### src/rtl/clk_stop_gate_pkg.sv
package clk_stop_gate_pkg;

    typedef enum logic [1:0] {
        GS_FREE = 2'd0,
        GS_HOLD = 2'd1,
        GS_STOP = 2'd2
    } gate_state_e;

    function automatic int unsigned cnt_width(input int unsigned limit);
        return (limit < 2) ? 1 : $clog2(limit + 1);
    endfunction

endpackage

### src/rtl/csg_sync.sv
module csg_sync #(
    parameter int unsigned STAGES = 2
) (
    input  logic clk,
    input  logic rst,
    input  logic d_async,
    output logic q_sync
);
    logic [STAGES-1:0] chain_q;

    generate
        for (genvar s = 0; s < STAGES; s++) begin : g_stage
            always_ff @(posedge clk) begin
                if (rst) begin
                    chain_q[s] <= 1'b1;
                end else if (s == 0) begin
                    chain_q[s] <= d_async;
                end else begin
                    chain_q[s] <= chain_q[(s == 0) ? 0 : s-1];
                end
            end
        end
    endgenerate

    assign q_sync = chain_q[STAGES-1];
endmodule

### src/rtl/csg_run_ctrl.sv
module csg_run_ctrl
    import clk_stop_gate_pkg::*;
#(
    parameter int unsigned MIN_RUN_CYC = 100
) (
    input  logic clk,
    input  logic rst,
    input  logic stop_sync_n,
    input  logic honour_stop,
    output logic run
);
    localparam int unsigned CW = cnt_width(MIN_RUN_CYC);
    localparam logic [CW-1:0] LOAD_VAL = CW'(MIN_RUN_CYC - 1);
    localparam logic [CW-1:0] AGE_MAX  = CW'(MIN_RUN_CYC);

    gate_state_e   state_q;
    logic [CW-1:0] cnt_q;
    logic          stop_want;

    assign stop_want = !stop_sync_n && honour_stop;

    always_ff @(posedge clk) begin
        if (rst) begin
            state_q <= GS_FREE;
            cnt_q   <= '0;
        end else begin
            case (state_q)
                GS_FREE: if (stop_want) state_q <= GS_STOP;
                GS_STOP: if (!stop_want) begin
                    state_q <= GS_HOLD;
                    cnt_q   <= LOAD_VAL;
                end
                GS_HOLD: begin
                    if (cnt_q == '0) begin
                        state_q <= stop_want ? GS_STOP : GS_FREE;
                    end else begin
                        cnt_q <= cnt_q - 1'b1;
                    end
                end
                default: state_q <= GS_FREE;
            endcase
        end
    end

    assign run = (state_q != GS_STOP);

    // running-age tracker used only by the checks below
    logic [CW-1:0] age_q;
    always_ff @(posedge clk) begin
        if (rst) begin
            age_q <= AGE_MAX;
        end else if (state_q == GS_STOP) begin
            age_q <= '0;
        end else if (age_q != AGE_MAX) begin
            age_q <= age_q + 1'b1;
        end
    end

    // a stop never lands before the full run window has elapsed
    p_min_run_r5: assert property (@(posedge clk) disable iff (rst)
        $rose(state_q == GS_STOP) |-> (age_q == AGE_MAX));

    // leaving the stopped state always opens a run window
    p_stop_exits_to_hold_r5: assert property (@(posedge clk) disable iff (rst)
        (!$past(rst) && $past(state_q) == GS_STOP && state_q != GS_STOP)
        |-> (state_q == GS_HOLD));

    // with the strap set the group is never stopped
    p_strap_ignore_r7: assert property (@(posedge clk) disable iff (rst)
        (!$past(rst) && !$past(honour_stop)) |-> (state_q != GS_STOP));
endmodule

### src/rtl/csg_gate_cell.sv
module csg_gate_cell #(
    parameter bit FREE_RUN = 1'b0
) (
    input  logic clk_src,
    input  logic rst,
    input  logic run_i,
    input  logic cfg_en_i,
    output logic clk_o
);
    logic en_q;

    always_ff @(negedge clk_src) begin
        if (rst) begin
            en_q <= 1'b0;
        end else begin
            en_q <= (run_i || FREE_RUN) && cfg_en_i;
        end
    end

    assign clk_o = clk_src & en_q;

    // a cleared enable keeps the high phase silent
    p_disabled_low_r9: assert property (@(negedge clk_src) disable iff (rst)
        (!$past(rst) && !$past(cfg_en_i)) |-> !clk_o);

    generate
        if (FREE_RUN) begin : g_free_chk
            // a free member pulses whenever it is enabled
            p_free_member_r8: assert property (@(negedge clk_src) disable iff (rst)
                (!$past(rst) && $past(cfg_en_i)) |-> clk_o);
        end
    endgenerate
endmodule

### src/rtl/clk_stop_gate.sv
module clk_stop_gate #(
    parameter int unsigned        N_OUT       = 3,
    parameter int unsigned        SYNC_STAGES = 2,
    parameter int unsigned        MIN_RUN_CYC = 100,
    parameter logic [N_OUT-1:0]   FREE_MASK   = '0
) (
    input  logic             clk_src,
    input  logic             rst,
    input  logic             stop_req_n,
    input  logic             mode_strap,
    input  logic [N_OUT-1:0] out_en,
    output logic [N_OUT-1:0] clk_out
);
    logic strap_q;
    logic stop_sync_n;
    logic run;

    always_ff @(posedge clk_src) begin
        if (rst) begin
            strap_q <= mode_strap;
        end
    end

    csg_sync #(.STAGES(SYNC_STAGES)) u_sync (
        .clk     (clk_src),
        .rst     (rst),
        .d_async (stop_req_n),
        .q_sync  (stop_sync_n)
    );

    csg_run_ctrl #(.MIN_RUN_CYC(MIN_RUN_CYC)) u_ctrl (
        .clk         (clk_src),
        .rst         (rst),
        .stop_sync_n (stop_sync_n),
        .honour_stop (!strap_q),
        .run         (run)
    );

    generate
        for (genvar i = 0; i < N_OUT; i++) begin : g_out
            csg_gate_cell #(.FREE_RUN(FREE_MASK[i])) u_cell (
                .clk_src  (clk_src),
                .rst      (rst),
                .run_i    (run),
                .cfg_en_i (out_en[i]),
                .clk_o    (clk_out[i])
            );
        end
    endgenerate
endmodule

### config.mk
export PLATFORM = sky130hd
export DESIGN_NAME = clk_stop_gate
export DESIGN_NICKNAME = d
export VERILOG_FILES = /design/src/rtl/clk_stop_gate_pkg.sv /design/src/rtl/csg_sync.sv /design/src/rtl/csg_run_ctrl.sv /design/src/rtl/csg_gate_cell.sv /design/src/rtl/clk_stop_gate.sv
export SDC_FILE = /design/constraint.sdc
export NUM_CORES = 1
export LEC_CHECK = 0
export BUFFER_PORTS_ARGS = -buffer_cell sky130_fd_sc_hd__buf_2
export CAP_MARGIN = 10
export CORE_MARGIN = 3
export CORE_UTILIZATION = 35
export CTS_BUF_LIST = sky130_fd_sc_hd__clkbuf_16
export DETAILED_ROUTE_END_ITERATION = 7
export PLACE_DENSITY = 0.62
export SYNTH_ARGS = -nofsm -noshare
export SYNTH_HDL_FRONTEND = slang
export SYNTH_SLANG_ARGS = --single-unit
### constraint.sdc
create_clock -name clk_src -period 1.6 [get_ports clk_src]
set_clock_uncertainty 0.15 [all_clocks]
set_input_delay 0.32 -clock clk_src [delete_from_list [all_inputs] [get_ports clk_src]]
set_output_delay 0.32 -clock clk_src [all_outputs]
set_load 0.05 [all_outputs]
## Yosys cells after proc, flatten, opt, wreduce, memory -nomap -nowiden

Cells that the tools add are included.

| cells by class | value |
|---|---|
| muxes and demuxes | 8 |
| reductions and logical operators | 11 |
| bitwise gates (word level) | 3 |
| add/subtract/negate cells | 1 |
| equality and inequality tests | 7 |

Operators by type and width:

| operator | count |
|---|---|
| 7-bit two-way mux | 2 |
| 7-bit one-hot mux with 2 select lines | 1 |
| 2-bit two-way mux | 4 |
| 7-bit zero test | 1 |
| 7-bit by 1-bit subtractor with 7-bit output (second input constant) | 1 |
| 2-bit != test (second input constant) | 3 |
| 2-bit one-hot mux with 3 select lines | 1 |
| 3-bit AND reduction | 2 |
| 1-bit logical AND | 4 |
| 2-bit by 1-bit != test with 1-bit output (second input constant) | 2 |
| 1-bit AND | 3 |
| 2-bit by 1-bit equality test with 1-bit output (second input constant) | 1 |
| 2-bit equality test (second input constant) | 1 |
| 1-bit zero test | 2 |
| 2-bit zero test | 1 |
| 2-bit nonzero test | 1 |

| word-level totals | value |
|---|---|
| output and inout port bits | 3 |
| input port bits | 7 |
| register bits after elaboration | 15 |
| word-level logic and storage cells | 38 |

## Logic depth before layout (Yosys ltp)

| logic depth | value |
|---|---|
| depth in word-level cells | 5 |
| mapped depth | 6 |
| depth with buffers taken out | 6 |

## Modules after synthesis

A second synthesis with hierarchy kept.

| second synthesis, totals | value |
|---|---|
| cell total of the unflattened synthesis | 69 |
| area, all modules | 663.1 µm² |

By module, submodules not included:

| module | seq. area each (µm²) | times used | area each (µm²) | cells each |
|---|---|---|---|---|
| csg_run_ctrl | 180.2 | 1 | 460.4 | 51 |
| csg_gate_cell | 20.0 | 3 | 38.8 | 4 |
| csg_sync | 40.0 | 1 | 52.6 | 4 |
| clk_stop_gate | 30.0 | 1 | 33.8 | 2 |

==> impl_results.md <==
- Status: complete, but fails checks
- Failing checks: negative setup slack
- Worst R2R Start: u_ctrl.cnt_q[0]
- DRC viols: 0
- Core area: 2230 um2
- Netlist Area Pre-Place: between 800 and 900 um2
- Clk Latency, worst-skew pair: 0.36 ns
- Clock transition at path regs: approximately 0.05 ns
- RSZ-0062 raised after global routing: yes
- Post-synth cell types: 32
- Worst hold path depth: 3
- Die area: between 3000 and 4000 um2
- PwrDens: roughly 1300 nW/um2
- Cells after Synth: 91
- Initial Util: roughly 37%
- DRT iter0 DRCs: 20
- Vias per inst: 5.36
- Main flop type after synthesis: dfxtp_1
- Wire per inst: between 15 and 20 um
- IO Count: 10
- Post-route ant nets: 0
- CTS tree: built
- Hold Path End: u_ctrl.cnt_q[6]
- Chip height: ~55 um
- Setup Viol. Count Final: 13
- First-pass GRT wire length: between 3000 and 4000 um
- Area Overhead vs Synth: 80.1%
- Post-DP HPWL: approximately 1400 um
- Min-delay src: rst
- Final-report max-slew violation count: 0
- Post-synthesis average cell area: roughly 9.2 um2
- CP Data Required Time: ~1.1 ns
- WS Path Type: flip-flop to output pin
- R2R Setup Slk: -0.16 ns
- Fin area: between 1500 and 2000 um2
- Reg-to-Reg End: u_ctrl.cnt_q[5]
- Most frequent cells in the layout: buf_4 (18), dfxtp_1 (9), inv_1 (7), clkbuf_16 (7), buf_2 (6)
- Synthesized Nets: 103
- Peak VDD IR: roughly 1.2 mV
- Initial antenna violation count: 0
- Number of global-route vias before repair: 925
- Max Cap Viol: 0
- DRT Pass-1 Iters: 4
- CP startpoint kind: flip-flop
- Largest net degree at the start of global routing: 13
- Min-Delay Path Class: input port to flip-flop
- R2r worst-path depth: 8
- Vias after detailed routing: 853
- Synth warn: 0
- Final WL: between 2000 and 3000 um
- Register area share after synthesis: a little under two fifths
- Die X: 54.9 um
- Hold Vio Cnt, Final: 0
- Post-synth ARST share: 0%
- Fillers: between 150 and 200
- Placer Congestion: 0.790
- I/O Buffers: 9
- Post-synth EDFFs: 1
- Dpl cell area: 1070 um2
- Worst Max-Slew Pin Slew: about 0.40 ns
- Worst setup EP type: output pin
- Nets: between 100 and 150
- Commonest non-fill, non-tap cell in the layout: buf_4
- Row count: 17
- Slew HR: 73.0%
- # diodes: 0
- GRT Util Overall: 18.0%
- Worst setup margin: -0.715 ns
- WP data arrival: 1.85 ns
- Worst Path Max Fanout: 1
- Share of layout cells above drive strength 1: 61.8%
- Remaining global-route overflow: 0
- Tot Pwr: approximately 2.0 mW
- P_leak: approximately 0.63 nW
- FF+latch count, synth: 15
how the worst max path moves through the flow:
stage | start | end | slack, ns | cells after the start
after floorplan | g_out[0].u_cell.en_q | clk_out[0] | -0.22 | 2
after global placement | g_out[1].u_cell.en_q | clk_out[1] | -0.29 | 2
after detailed placement | g_out[1].u_cell.en_q | clk_out[1] | -0.30 | 2
after CTS | g_out[1].u_cell.en_q | clk_out[1] | -0.72 | 2
after global routing | g_out[0].u_cell.en_q | clk_out[0] | -0.75 | 2
final | g_out[0].u_cell.en_q | clk_out[0] | -0.72 | 2
layer usage:
metal	wire (um)	GRT usage (%)	part of all wire, %
met1	1010	18.2	40
met2	1310	28.0	51
met3	100	9.26	3.9
met4	133	13.3	5.2
met5	0	0	0
sequential cells by signal (all words and copies together), names as in the netlist:
| name | cells |
|---|---|
| u_ctrl.cnt_q | 7 |
| g_out.u_cell.en_q | 3 |
| u_ctrl.state_q | 2 |
| strap_q | 1 |
| u_sync.chain_q | 1 |
| u_sync.q_sync | 1 |
Yosys cell counts (2+ instances only):
library cell  number  share of area, %
a21oi_1            7               4.2
a311oi_1           4               4.2
a31oi_1            2               1.5
and2_1             6               4.5
buf_4              3               2.7
dfxtp_1           14                34
ha_1               5               7.5
inv_1              9               4.0
nand2_1            5               2.2
nor2_1             8               3.6
nor3b_1            2               1.8
o21ai_0            2               1.2
o31ai_1            4               3.6
or2_2              2               1.5
layout make-up:
cell class                      count  area, um2  share of cell area (%)
Clock buffer                       10        220                    14.6
Sequential cell                    15        317                    21.0
Multi-Input combinational cell     63        623                    41.4
Clock inverter                      5       45.0                    2.99
Tap cell                           28       35.0                    2.33
Timing Repair Buffer               30        230                    15.3
Inverter                            8       35.0                    2.33
per-stage QoR:
stage	cells	setup slack [ns]	util, %	setup TNS (ns)	hold WS, ns
floorplan	91	-0.218	-	-1.19	0.239
global placement	144	-0.290	47.7	-2.12	0.247
detailed placement	144	-0.304	47.7	-2.19	0.247
CTS	157	-0.715	62.1	-2.50	0.210
global route	159	-0.748	67.4	-3.51	0.242
finish	159	-0.715	67.4	-2.84	0.222
what timing repair did:
item,in CTS,in global routing
setup buffers,0,2
hold buffers,2,0
setup endpoints to repair,18,18
endpoints found under the hold margin,2,0
resized for setup,20,25
pin swaps,9,12
where the power goes:
group / leakage, nW / switching [mW] / internal (mW)
logic: 0.349 / 0.0804 / 0.0927
registers: 0.126 / 0.0128 / 0.395
clock network: 0.157 / 0.374 / 1.02
total: 0.633 / 0.467 / 1.50
worst max-delay path: stages (launching register included):
cell     delay [ns]
dfxtp_1        0.30
and2_4         0.14
buf_8          0.14
cells by family (layout without fill, tap and decap cells):
group | after synthesis | count (layout) | synth area share [%]
AND/OR/NAND/NOR | 32 | 32 | 24.9
AO/OA/AOI/OAI | 26 | 26 | 22.5
flip-flops | 15 | 15 | 37.1
buffers and inverters | 13 | 53 | 8.08
adder cells (fa/ha/maj) | 5 | 5 | 7.49
Power figures use the tool's default switching activity.
